### src/rtl/uirq_pkg.sv
package uirq_pkg;
  localparam int NUM_FLAGS = 5;
  localparam int NUM_EN    = 3;
  localparam int REG_W     = NUM_FLAGS;
  localparam int CODE_W    = 3;

  localparam int F_TXE = 0;
  localparam int F_RXF = 1;
  localparam int F_RDY = 2;
  localparam int F_ERR = 3;
  localparam int F_BRK = 4;

  localparam int E_TX  = 0;
  localparam int E_RX  = 1;
  localparam int E_ERR = 2;

  typedef enum logic [CODE_W-1:0] {
    CODE_NONE = 3'd0,
    CODE_ERR  = 3'd1,
    CODE_RXD  = 3'd2,
    CODE_BRK  = 3'd3,
    CODE_TXE  = 3'd4
  } irq_code_e;
endpackage

### src/rtl/uirq_rst_sync.sv
module uirq_rst_sync #(
  parameter int STAGES = 2
) (
  input  logic clk,
  input  logic rst_n_i,
  output logic rst_n_o
);
  logic [STAGES-1:0] sync_q;
  logic [STAGES-1:0] sync_d;

  always_comb begin
    sync_d = {sync_q[STAGES-2:0], 1'b1};
  end

  always_ff @(posedge clk or negedge rst_n_i) begin
    if (!rst_n_i) sync_q <= '0;
    else          sync_q <= sync_d;
  end

  assign rst_n_o = sync_q[STAGES-1];
endmodule

### src/rtl/uirq_flag_bank.sv
module uirq_flag_bank
  import uirq_pkg::*;
(
  input  logic                 clk,
  input  logic                 rst_n,
  input  logic [NUM_FLAGS-1:0] set_stb_i,
  input  logic                 rd_stat_i,
  input  logic                 wr_stat_i,
  input  logic [NUM_FLAGS-1:0] wr_bits_i,
  output logic [NUM_FLAGS-1:0] flags_o
);
  logic [NUM_FLAGS-1:0] flag_q, flag_d, flag_ce;
  logic [NUM_FLAGS-1:0] arm_q, arm_d, arm_ce;
  logic [NUM_FLAGS-1:0] clr_ok;

  for (genvar i = 0; i < NUM_FLAGS; i++) begin : g_flag
    // next-state: clear only if armed by a read that saw 1; set wins
    always_comb begin
      clr_ok[i]  = wr_stat_i && !wr_bits_i[i] && arm_q[i];
      flag_ce[i] = set_stb_i[i] || clr_ok[i];
      flag_d[i]  = set_stb_i[i] ? 1'b1 : 1'b0;
      arm_ce[i]  = clr_ok[i] || rd_stat_i;
      if (clr_ok[i]) arm_d[i] = 1'b0;
      else           arm_d[i] = flag_q[i];
    end

    always_ff @(posedge clk or negedge rst_n) begin
      if (!rst_n) begin
        flag_q[i] <= 1'b0;
        arm_q[i]  <= 1'b0;
      end else begin
        if (flag_ce[i]) flag_q[i] <= flag_d[i];
        if (arm_ce[i])  arm_q[i]  <= arm_d[i];
      end
    end

    // a strobe always leaves the flag set next cycle
    p_set_sticks_r1: assert property (@(posedge clk) disable iff (!rst_n)
      set_stb_i[i] |=> flag_q[i]);

    // an unarmed zero write cannot drop a set flag
    p_clear_needs_read_r2: assert property (@(posedge clk) disable iff (!rst_n)
      (flag_q[i] && !arm_q[i]) |=> flag_q[i]);
  end

  assign flags_o = flag_q;
endmodule

### src/rtl/uirq_ctrl_reg.sv
module uirq_ctrl_reg
  import uirq_pkg::*;
(
  input  logic              clk,
  input  logic              rst_n,
  input  logic              wr_ctrl_i,
  input  logic [NUM_EN-1:0] wr_bits_i,
  output logic [NUM_EN-1:0] en_o
);
  logic [NUM_EN-1:0] en_q, en_d;
  logic              en_ce;

  always_comb begin
    en_ce = wr_ctrl_i;
    en_d  = wr_bits_i;
  end

  always_ff @(posedge clk or negedge rst_n) begin
    if (!rst_n)     en_q <= '0;
    else if (en_ce) en_q <= en_d;
  end

  assign en_o = en_q;

  // enables change only through a control write
  p_en_stable_r12: assert property (@(posedge clk) disable iff (!rst_n)
    !wr_ctrl_i |=> $stable(en_o));
endmodule

### src/rtl/uirq_req_gen.sv
module uirq_req_gen
  import uirq_pkg::*;
(
  input  logic                 clk,
  input  logic                 rst_n,
  input  logic [NUM_FLAGS-1:0] flags_i,
  input  logic [NUM_EN-1:0]    en_i,
  output logic                 irq_txe_o,
  output logic                 irq_rxd_o,
  output logic                 irq_err_o,
  output logic                 irq_brk_o,
  output logic [CODE_W-1:0]    irq_code_o,
  output logic                 dma_tx_o,
  output logic                 dma_rx_o
);
  localparam int OUT_W = 4 + CODE_W + 2;

  logic        txe_d, rxd_d, err_d, brk_d, dtx_d, drx_d;
  logic        rx_side_en;
  irq_code_e   code_d;
  logic [OUT_W-1:0] out_d, out_q;
  logic        out_ce;

  always_comb begin
    rx_side_en = en_i[E_RX] || en_i[E_ERR];
    txe_d = flags_i[F_TXE] && en_i[E_TX];
    rxd_d = (flags_i[F_RXF] || flags_i[F_RDY]) && en_i[E_RX];
    err_d = flags_i[F_ERR] && rx_side_en;
    brk_d = flags_i[F_BRK] && rx_side_en;
    dtx_d = flags_i[F_TXE];
    drx_d = flags_i[F_RXF] || flags_i[F_RDY];

    if      (err_d) code_d = CODE_ERR;
    else if (rxd_d) code_d = CODE_RXD;
    else if (brk_d) code_d = CODE_BRK;
    else if (txe_d) code_d = CODE_TXE;
    else            code_d = CODE_NONE;

    out_d  = {txe_d, rxd_d, err_d, brk_d, code_d, dtx_d, drx_d};
    out_ce = (out_d != out_q);
  end

  always_ff @(posedge clk or negedge rst_n) begin
    if (!rst_n)      out_q <= '0;
    else if (out_ce) out_q <= out_d;
  end

  assign {irq_txe_o, irq_rxd_o, irq_err_o, irq_brk_o, irq_code_o, dma_tx_o, dma_rx_o} = out_q;

  // transmit interrupt masked by its enable
  p_txe_gate_r4: assert property (@(posedge clk) disable iff (!rst_n)
    !en_i[E_TX] |=> !irq_txe_o);

  // receive enable passes a set error flag
  p_err_pass_r5: assert property (@(posedge clk) disable iff (!rst_n)
    (en_i[E_RX] && flags_i[F_ERR]) |=> irq_err_o);

  // receive-data interrupt needs the receive enable
  p_rxd_block_r6: assert property (@(posedge clk) disable iff (!rst_n)
    !en_i[E_RX] |=> !irq_rxd_o);

  // both receive-side enables off silences the receive side
  p_rx_mask_r7: assert property (@(posedge clk) disable iff (!rst_n)
    (!en_i[E_RX] && !en_i[E_ERR]) |=> !(irq_rxd_o || irq_err_o || irq_brk_o));

  // transmit DMA request from flag only
  p_dma_tx_r8: assert property (@(posedge clk) disable iff (!rst_n)
    flags_i[F_TXE] |=> dma_tx_o);

  // receive DMA request from either receive flag
  p_dma_rx_r9: assert property (@(posedge clk) disable iff (!rst_n)
    (flags_i[F_RXF] || flags_i[F_RDY]) |=> dma_rx_o);

  // code 0 exactly when no interrupt line is up
  p_code_none_r10: assert property (@(posedge clk) disable iff (!rst_n)
    (irq_code_o == CODE_NONE) == !(irq_txe_o || irq_rxd_o || irq_err_o || irq_brk_o));

  // error outranks every other source
  p_code_err_r10: assert property (@(posedge clk) disable iff (!rst_n)
    irq_err_o |-> (irq_code_o == CODE_ERR));
endmodule

### src/rtl/uirq_requester.sv
module uirq_requester
  import uirq_pkg::*;
#(
  parameter int RST_SYNC_STAGES = 2
) (
  input  logic              clk,
  input  logic              rst_n,
  input  logic              ev_tx_low,
  input  logic              ev_rx_thr,
  input  logic              ev_rx_ready,
  input  logic              ev_rx_err,
  input  logic              ev_break,
  input  logic              wr_en,
  input  logic              wr_sel,
  input  logic [REG_W-1:0]  wr_data,
  input  logic              rd_en,
  input  logic              rd_sel,
  output logic [REG_W-1:0]  rd_data,
  output logic              irq_txe,
  output logic              irq_rxd,
  output logic              irq_err,
  output logic              irq_brk,
  output logic [CODE_W-1:0] irq_code,
  output logic              dma_tx,
  output logic              dma_rx
);
  logic                 rst_ns;
  logic [NUM_FLAGS-1:0] set_stb;
  logic [NUM_FLAGS-1:0] flags;
  logic [NUM_EN-1:0]    en;
  logic                 wr_stat, wr_ctrl, rd_stat;

  uirq_rst_sync #(.STAGES(RST_SYNC_STAGES)) u_rst_sync (
    .clk     (clk),
    .rst_n_i (rst_n),
    .rst_n_o (rst_ns)
  );

  always_comb begin
    set_stb        = '0;
    set_stb[F_TXE] = ev_tx_low;
    set_stb[F_RXF] = ev_rx_thr;
    set_stb[F_RDY] = ev_rx_ready;
    set_stb[F_ERR] = ev_rx_err;
    set_stb[F_BRK] = ev_break;
    wr_stat = wr_en && wr_sel;
    wr_ctrl = wr_en && !wr_sel;
    rd_stat = rd_en && rd_sel;
    if (rd_sel) rd_data = flags;
    else        rd_data = {{(REG_W-NUM_EN){1'b0}}, en};
  end

  uirq_flag_bank u_flags (
    .clk       (clk),
    .rst_n     (rst_ns),
    .set_stb_i (set_stb),
    .rd_stat_i (rd_stat),
    .wr_stat_i (wr_stat),
    .wr_bits_i (wr_data),
    .flags_o   (flags)
  );

  uirq_ctrl_reg u_ctrl (
    .clk       (clk),
    .rst_n     (rst_ns),
    .wr_ctrl_i (wr_ctrl),
    .wr_bits_i (wr_data[NUM_EN-1:0]),
    .en_o      (en)
  );

  uirq_req_gen u_req (
    .clk        (clk),
    .rst_n      (rst_ns),
    .flags_i    (flags),
    .en_i       (en),
    .irq_txe_o  (irq_txe),
    .irq_rxd_o  (irq_rxd),
    .irq_err_o  (irq_err),
    .irq_brk_o  (irq_brk),
    .irq_code_o (irq_code),
    .dma_tx_o   (dma_tx),
    .dma_rx_o   (dma_rx)
  );

  // while reset is held every request output is low
  p_reset_quiet_r12: assert property (@(posedge clk)
    !rst_ns |-> !(irq_txe || irq_rxd || irq_err || irq_brk || dma_tx || dma_rx));
endmodule

### config.mk
export PLATFORM = sky130hd
export DESIGN_NAME = uirq_requester
export DESIGN_NICKNAME = d
export VERILOG_FILES = /design/src/rtl/uirq_pkg.sv /design/src/rtl/uirq_rst_sync.sv /design/src/rtl/uirq_flag_bank.sv /design/src/rtl/uirq_ctrl_reg.sv /design/src/rtl/uirq_req_gen.sv /design/src/rtl/uirq_requester.sv
export SDC_FILE = /design/constraint.sdc
export NUM_CORES = 1
export LEC_CHECK = 0
export CAP_MARGIN = 20
export CORE_ASPECT_RATIO = 1.5
export CORE_UTILIZATION = 40
export CTS_CLUSTER_DIAMETER = 120
export DETAILED_ROUTE_END_ITERATION = 12
export HOLD_SLACK_MARGIN = 0.15
export PLACE_DENSITY = 0.71
export SYNTH_ARGS = -nofsm -noshare
export SYNTH_HDL_FRONTEND = slang
export SYNTH_HIERARCHICAL = 1
export SYNTH_SLANG_ARGS = --single-unit
export TNS_END_PERCENT = 20
### constraint.sdc
create_clock -name clk -period 1.3 [get_ports clk]
set_input_delay 0.39 -clock clk [delete_from_list [all_inputs] [get_ports clk]]
set_output_delay 0.39 -clock clk [all_outputs]
set_load 0.05 [all_outputs]
==> flow_summary.json <==
{
  "ys_types": 18,
  "cts.path.max_buffers": 2,
  "dieHeight_um": 61.7,
  "status": "finished with violations",
  "drive_gt1_frac": 0.409,
  "crit_fanout": 2,
  "ys_seq_area_frac": 0.632,
  "path_cells": "mux2_4 > buf_6",
  "synth_top_family_by_area": "simple AND/OR/NAND/NOR gates",
  "vias": 680,
  "setup_viol": 5,
  "synth_ff_type": "dfrtp_1",
  "start_util": 0.426,
  "peakVddDrop_mv": 1.13,
  "hold_violations": 0,
  "clkPwrFrac": 0.193,
  "finalCritPeriodShare": 1.19,
  "power_frac_comb": 0.347,
  "synth_edf_count": 0,
  "cts_tree": "yes",
  "rsz0062_at_grt": "true",
  "synthTopCellsByArea": "dfrtp_1 63%, o211a_1 5.3%, a21o_1 4.7%",
  "core_area_sq_um": 2230,
  "start_kind": "register",
  "cts_buffers": 3,
  "r2r_slack_ns": 0.08,
  "p_sw_mw": 0.601,
  "grt_max_degree": 14,
  "critical_path_buf_inv_count": 1,
  "dp_cells": 127,
  "syn_area_sq_um": 951,
  "detail_route.wl_per_cell_um": 13.8,
  "cp-end-kind": "output pin",
  "rows": 21,
  "power_frac_seq": 0.461,
  "h-tree-depth": 1,
  "switching_share": 0.307,
  "grt_usage": 0.159,
  "period_needed_ns": 1.54,
  "max_freq_mhz": 648,
  "ys_top_cells_by_count": "24 x dfrtp_1, 6 x a21o_1",
  "synth_compound_area_frac": 0.133,
  "holdCritPathClass": "reg2async",
  "wirelength_um": 1830,
  "synth-xor-area-share": 0,
  "intPower_mw": 1.36,
  "synth-simple-area-share": 0.143,
  "grt_pass1_wl_um": 3050,
  "max_stage_delay_ns": 0.41,
  "num_antenna_cells": 0,
  "drc": 0,
  "synth_area_per_cell_sq_um": 14.0,
  "cap_violations": 0,
  "finalClockSkew_ns": 0.00494,
  "fin_cells": 133,
  "drv_slew": 0,
  "synthMuxAreaShare": 0.0711,
  "path_class": "reg2out",
  "synth_warnings": 6,
  "design.portCount": 30,
  "power_mw": 1.96,
  "syn_inst": 68,
  "cts_hold_buf": 0,
  "cts_root_buf": "clkbuf_4",
  "path_clk_slew_ns": 0.12,
  "syn-num-nets": 84,
  "clkSinkCount": 24,
  "critPathRequiredTime_ns": 0.91,
  "tns_ns": -1.02,
  "leakage_nw": 0.658,
  "clock_latency_ns": 0.31,
  "setup_slack_ns": -0.244,
  "synth-async-reset-ratio": 1.00,
  "antenna_found_initial": 0,
  "synth_fa_ha_area_frac": 0,
  "fin_nets": 127,
  "dpl.hpwl_um": 1420,
  "p_per_area_nw_per_um2": 1290,
  "cp_top_family": "flip-flops",
  "gp_congestion": 0.681,
  "crit_slowest_cell": "dfrtp_1",
  "ant_nets": 0,
  "port_buffers": 29,
  "die_area_sq_um": 2580,
  "die_width_um": 41.8,
  "synth_area_leader_cell": "dfrtp_1",
  "synth_most_common_cell": "dfrtp_1",
  "viasPerCell": 5.11,
  "grt_pass1_vias": 715,
  "grt_overflow": 0,
  "arrival_ns": 1.15,
  "violations": "setup timing",
  "synth-seq-cells": 24,
  "area_growth_pct": 59.7,
  "drt_iter0_markers": 2,
  "synth_top_area_frac": 0.632,
  "drt_pre_antenna_iters": 4
}
## worst register-to-register path, stage by stage (launching register included)
cell	delay (ns)
dfrtp_1	0.40
buf_4	0.13
buf_4	0.14
o21ai_4	0.17
inv_2	0.07
nor4b_4	0.23
## what timing repair did
| item | in CTS | in global routing |
|---|---|---|
| resized for setup | 9 | 3 |
| endpoints found under the setup margin | 10 | 14 |
| setup buffers | 2 | 0 |
## cells in the final DEF, fill, tap and decap left out
| cell | Yosys | final |
|---|---|---|
| buf_4 | 0 | 11 |
| a21o_1 | 6 | 6 |
| buf_6 | 0 | 3 |
| or2_2 | 1 | 1 |
| o21a_2 | 1 | 1 |
| clkdlybuf4s15_2 | 0 | 1 |
| nor4b_4 | 1 | 1 |
| o21ai_4 | 0 | 1 |
| o21ai_2 | 2 | 1 |
| clkbuf_8 | 0 | 1 |
| a21oi_1 | 1 | 1 |
| nand2b_1 | 5 | 5 |
| o211a_1 | 5 | 5 |
| mux2_4 | 0 | 3 |
| and2_1 | 5 | 3 |
| conb_1 | 1 | 1 |
| and2_4 | 0 | 2 |
| buf_12 | 0 | 11 |
| nor2b_1 | 1 | 1 |
| clkdlybuf4s50_1 | 0 | 14 |
| inv_2 | 2 | 2 |
| nand3b_1 | 5 | 5 |
| dfrtp_1 | 24 | 24 |
| clkbuf_4 | 0 | 3 |
| mux2_2 | 3 | 3 |
## power by group through the flow
stage	Combinational (mW)	Sequential (mW)	Clock (mW)
6_report	0.679	0.902	0.377
5_1_grt	0.711	0.913	0.419
4_1_cts	0.675	0.902	0.387
3_5_place_dp	0.641	0.918	0
3_3_place_gp	0.629	0.914	0
2_1_floorplan	0.197	1.03	0
## per-layer routing
metal	part of all wire	track usage
met3	0.029	0.0173
met2	0.59	0.306
met5	0	0
met1	0.37	0.174
met4	0.012	0.0783
## registers in the layout, summed over array words and instances (netlist names)
register,flops
u_rst_sync/sync_q,2
u_req/out_q,9
u_flags/arm_q,5
u_ctrl/en_o,3
u_flags/flags_o,5
## metrics by stage
step	utilization	hold slack, ns	worst slack (ns)	instance area (sq um)
6_report	0.680	0.165	-0.244	1520
4_1_cts	0.675	0.182	-0.235	1510
3_3_place_gp	0.641	0.164	-0.598	1430
5_1_grt	0.680	0.201	-0.279	1520
2_1_floorplan	-	0.0944	0.0181	951
3_5_place_dp	0.641	0.167	-0.601	1430
## logic make-up after synthesis
kind of cell	count (synthesis)
AO/OA/AOI/OAI	15
buffers and inverters	4
flip-flops	24
multiplexers	6
other	1
AND/OR/NAND/NOR	18
## cell type report
class	count	area (sq um)
inverter	2	7.51
sequential	24	601
multi-input combinational	40	358
tap	23	28.8
clock buffer	4	36.3
timing repair buffer	40	488
fill	152	714
## path summary, 6_finish.rpt
path | from | to | cells after the start
worst max-delay path | u_ctrl/en_o[2] | rd_data[2] | 2
worst min-delay path | u_rst_sync/sync_q[1] | u_ctrl/en_o[2] | 0
worst max register to register | u_flags/flags_o[2] | u_req/out_q[4] | 5
worst min register to register | u_rst_sync/sync_q[1] | u_ctrl/en_o[2] | 0
max in group asynchronous | u_rst_sync/sync_q[1] | u_req/out_q[4] | 1
min in group clk | u_rst_sync/sync_q[0] | u_rst_sync/sync_q[1] | 0
Note: power is estimated with default switching activity, not from simulation.
